===== src/rtl/gpio_port.sv =====
module gpio_port #(
  parameter int              W         = 8,
  parameter logic [W-1:0]    IMPL_MASK = {W{1'b1}},
  parameter bit              RDBK_PIN  = 1'b1,
  parameter int              FIX_DIR   = 0
) (
  input  logic         clk,
  input  logic         rst_n,
  input  logic         bus_sel,
  input  logic         bus_wr,
  input  logic [1:0]   bus_addr,
  input  logic [W-1:0] bus_wdata,
  output logic [W-1:0] bus_rdata,
  input  logic [W-1:0] pad_in,
  output logic [W-1:0] pad_out,
  output logic [W-1:0] pad_oe,
  output logic [W-1:0] pad_hi_en,
  input  logic [W-1:0] alt_en,
  input  logic [W-1:0] alt_out,
  input  logic [W-1:0] alt_oe
);
  localparam bit HAS_DIR  = (FIX_DIR == 0);
  localparam bit DATA_WR  = (FIX_DIR != 2);
  localparam logic [1:0] A_DATA = 2'd0;
  localparam logic [1:0] A_DIR  = 2'd1;
  localparam logic [1:0] A_CTRL = 2'd2;

  logic [W-1:0] lat_q, dir_q, sync1_q, sync2_q;
  logic         wor_q;
  logic [W-1:0] dir_eff, lat_sel, data_rd;

  always_ff @(posedge clk or negedge rst_n) begin
    if (!rst_n) begin
      lat_q   <= '0;
      dir_q   <= '0;
      wor_q   <= 1'b0;
      sync1_q <= '0;
      sync2_q <= '0;
    end else begin
      sync1_q <= pad_in;
      sync2_q <= sync1_q;
      if (bus_sel && bus_wr) begin
        case (bus_addr)
          A_DATA:  if (DATA_WR) lat_q <= bus_wdata & IMPL_MASK;
          A_DIR:   if (HAS_DIR) dir_q <= bus_wdata & IMPL_MASK;
          A_CTRL:  wor_q <= bus_wdata[0];
          default: ;
        endcase
      end
    end
  end

  assign dir_eff = (FIX_DIR == 1) ? IMPL_MASK :
                   (FIX_DIR == 2) ? '0 : dir_q;

  assign pad_oe    = IMPL_MASK & ((alt_en & alt_oe)  | (~alt_en & dir_eff));
  assign pad_out   = IMPL_MASK & ((alt_en & alt_out) | (~alt_en & lat_q));
  assign pad_hi_en = pad_oe & {W{~wor_q}};

  assign lat_sel = (FIX_DIR == 1) ? IMPL_MASK :
                   RDBK_PIN       ? '0 : dir_eff;
  assign data_rd = IMPL_MASK & ((lat_sel & lat_q) | (~lat_sel & sync2_q));

  always_comb begin
    case (bus_addr)
      A_DATA:  bus_rdata = data_rd;
      A_DIR:   bus_rdata = HAS_DIR ? dir_q : '0;
      A_CTRL:  bus_rdata = {{(W-1){1'b0}}, wor_q};
      default: bus_rdata = '0;
    endcase
  end
endmodule


===== config.mk =====
export PLATFORM = sky130hd
export DESIGN_NAME = gpio_port
export DESIGN_NICKNAME = d
export VERILOG_FILES = /design/src/rtl/gpio_port.sv
export SDC_FILE = /design/constraint.sdc
export NUM_CORES = 1
export LEC_CHECK = 0
export CORE_MARGIN = 10
export CORE_UTILIZATION = 34
export DETAILED_ROUTE_END_ITERATION = 12
export PLACE_DENSITY = 0.82
export SYNTH_ARGS = -nofsm -noshare
export SYNTH_HDL_FRONTEND = slang
export SYNTH_SLANG_ARGS = --single-unit

===== constraint.sdc =====
create_clock -name clk -period 0.9 [get_ports clk]
set_input_delay 0.135 -clock clk [delete_from_list [all_inputs] [get_ports clk]]
set_output_delay 0.135 -clock clk [all_outputs]
set_load 0.005 [all_outputs]

==> impl_metrics.tcl <==
set metrics [dict create \
    outcome "complete, but fails checks" \
    violations "setup timing" \
    syn_nets 143 \
    dpl.cell_count 242 \
    drive_above_1_share_pct 55.61 \
    vias 1213 \
    gp_congestion 0.7417 \
    port_buffers 77 \
    crit_start "dir_eff[7]" \
    p_leak_nw 1.371 \
    finClkSkew_ns 0.001817 \
    antenna_found_initial 0 \
    r2r_end "dir_eff[7]" \
    cts_tree "yes" \
    clock_path_buffers 2 \
    synth_area_sq_um 1426 \
    htreeDepth 2 \
    synth.distinct_cells 12 \
    rsz0062_at_grt "yes" \
    floorplan.initialDensity_pct 35.40 \
    chipHeight_um 84.77 \
    ys_seq_area_share_pct 57.89 \
    max_clock_freq_mhz 746.8 \
    crit_family "flip-flops" \
    grt_pass1_vias 1488 \
    worst-r2r-setup-slack_ns -0.09 \
    firstDrtPassIters 4 \
    syn_inst 97 \
    cts_buffers 5 \
    slowest_stage "dfrtp_1" \
    period_share_pct 148.8 \
    p_total_mw 4.644 \
    drc 0 \
    yosys_warnings 0 \
    finalHoldViolCount 0 \
    setup_viol 43 \
    path_cells "mux2_4, nor2b_4, buf_2" \
    cts.sinks 33 \
    layout.cells.non_filler 264 \
    cp-end-kind "output pin" \
    cp.depth 3 \
    crit_end "pad_hi_en[7]" \
    cp_max_fo 2 \
    power_density_nw_per_um2 1706 \
    postCtsHoldBufs 0 \
    cp_data_arrival_time_ns 1.20 \
    ir_worst_vdd_uv 1040 \
    path_buf_inv 1 \
    n_antenna_cell 0 \
    io_pins 78 \
    ys_seq_elements 33 \
    max-cap-violations 0 \
    rows 23 \
    area_growth_pct 90.88 \
    r2r_start "dir_eff[7]" \
    clk_latency_ns 0.28 \
    track_usage_pct 13.29 \
    tightest_slew_ns 0.2228 \
    final_max_slew_viol_count 0 \
    final_antenna_net_count 0 \
    dp_hpwl_mm 3.503 \
    die_x_um 84.77 \
    clk_pin_slew_ns 0.06 \
    max_stage_delay_ns 0.40 \
    start_kind "register" \
    drtIter0Drc 25 \
    crit_required_ns 0.76 \
    grt_first_pass_wirelength_mm 7.762 \
    syn_area_per_cell_sq_um 14.70 \
    die-area_sq_um 7186 \
    overflow 0 \
    core_sq_um 4029 \
    nNetsFinal 259 \
    criticalPathCategory "reg -> out" \
    grt_max_degree 34 \
    hold_path_class "in -> async" \
    drt_wl_total_mm 4.819 \
    wire_per_inst_um 18.25 \
    finalCriticalPeriod_ns 1.339 \
    via_per_inst 4.595 \
    fin_ws_ns -0.4391 \
    reg2reg_depth 3 \
    root_buffer "clkbuf_8" \
    relSlewSlack_pct 85.13 \
]
## logic make-up after synthesis
logic type,count (synthesis),share of synthesized area [%]
AO/OA/AOI/OAI,1,0.3505
buffers and inverters,3,1.403
flip-flops,33,57.89
multiplexers,41,31.67
AND/OR/NAND/NOR,19,8.685
## repair_timing
action	CTS	global route
gates resized for setup	181	22
setup endpoints to repair	49	49
buffers inserted	12	5
pin swaps	3	5
## registers in the layout (all words and copies together), names as in the netlist
name and count:
sync1_q 8, data_rd 8, lat_q 8, dir_eff 8
wor_q 1
## worst min-delay path by stage
stage | slack, ns | from | endpoint | cells after the start
after CTS | 0.22 | rst_n | lat_q[6] | 2
after floorplan | -0.16 | rst_n | data_rd[0] | 0
after global routing | 0.22 | rst_n | dir_eff[1] | 2
after global placement | 0.33 | sync1_q[7] | data_rd[7] | 0
after detailed placement | 0.33 | sync1_q[3] | data_rd[3] | 0
final | 0.21 | rst_n | lat_q[6] | 2
## cell type report
class | count | area [sq um]
Sequential cell | 33 | 825.8
Clock buffer | 8 | 80.08
Multi-Input combinational cell | 61 | 755.7
Timing Repair Buffer | 112 | 998.5
Tap cell | 50 | 62.56
Fill cell | 297 | 1306
## through the flow
| step | cell area, sq um | TNS, ns | hold WS, ns | util (%) | worst slack [ns] |
|---|---|---|---|---|---|
| finish | 2723 | -11.79 | 0.2115 | 67.58 | -0.4391 |
| global route | 2723 | -13.73 | 0.2189 | 67.58 | -0.4804 |
| CTS | 2649 | -13.46 | 0.2156 | 65.75 | -0.4351 |
| detailed placement | 2491 | -35.93 | 0.3347 | 61.83 | -0.8363 |
| global placement | 2491 | -34.59 | 0.3339 | 61.83 | -0.8094 |
| floorplan | 1483 | -1.162 | -0.1606 | - | -0.1218 |
## power breakdown
| group | total [mW] | switching [mW] | internal (mW) |
|---|---|---|---|
| clock | 1.04 | 0.492 | 0.548 |
| combinational | 1.79 | 0.585 | 1.21 |
| sequential | 1.81 | 0.120 | 1.69 |
## routing by layer
metal  vias to the layer above  GRT usage, %  routed length, um
met3                         4         5.700                366
met4                         0         4.341                 46
met2                        53         21.76               2402
li1                        572             -                  -
met1                       584         15.20               2004
met5                         -             0                  0
## synthesized netlist by cell type, drive strengths merged
| cell | count | area [sq um] |
|---|---|---|
| nor4bb | 1 | 16.27 |
| mux2i | 8 | 80.08 |
| nor2b | 8 | 50.05 |
| nand4b | 2 | 23.77 |
| o21ai | 1 | 5.000 |
| dfrtp | 33 | 825.8 |
| mux2 | 33 | 371.6 |
| nand3b | 1 | 7.510 |
| buf | 3 | 20.01 |
| nor2 | 7 | 26.28 |
## layout by cell type (no fill, tap or decap), types with 5 or more instances in the layout
cell type        count
dlygate4sd2_1        8
clkbuf_8             5
mux2_4              26
nor2_1               7
mux2i_1              8
buf_2               23
mux2_2               7
dfrtp_1             33
nor2b_4              8
clkdlybuf4s50_1     33
buf_4               21
buf_6               20
Note: power is estimated with default switching activity, not from simulation.
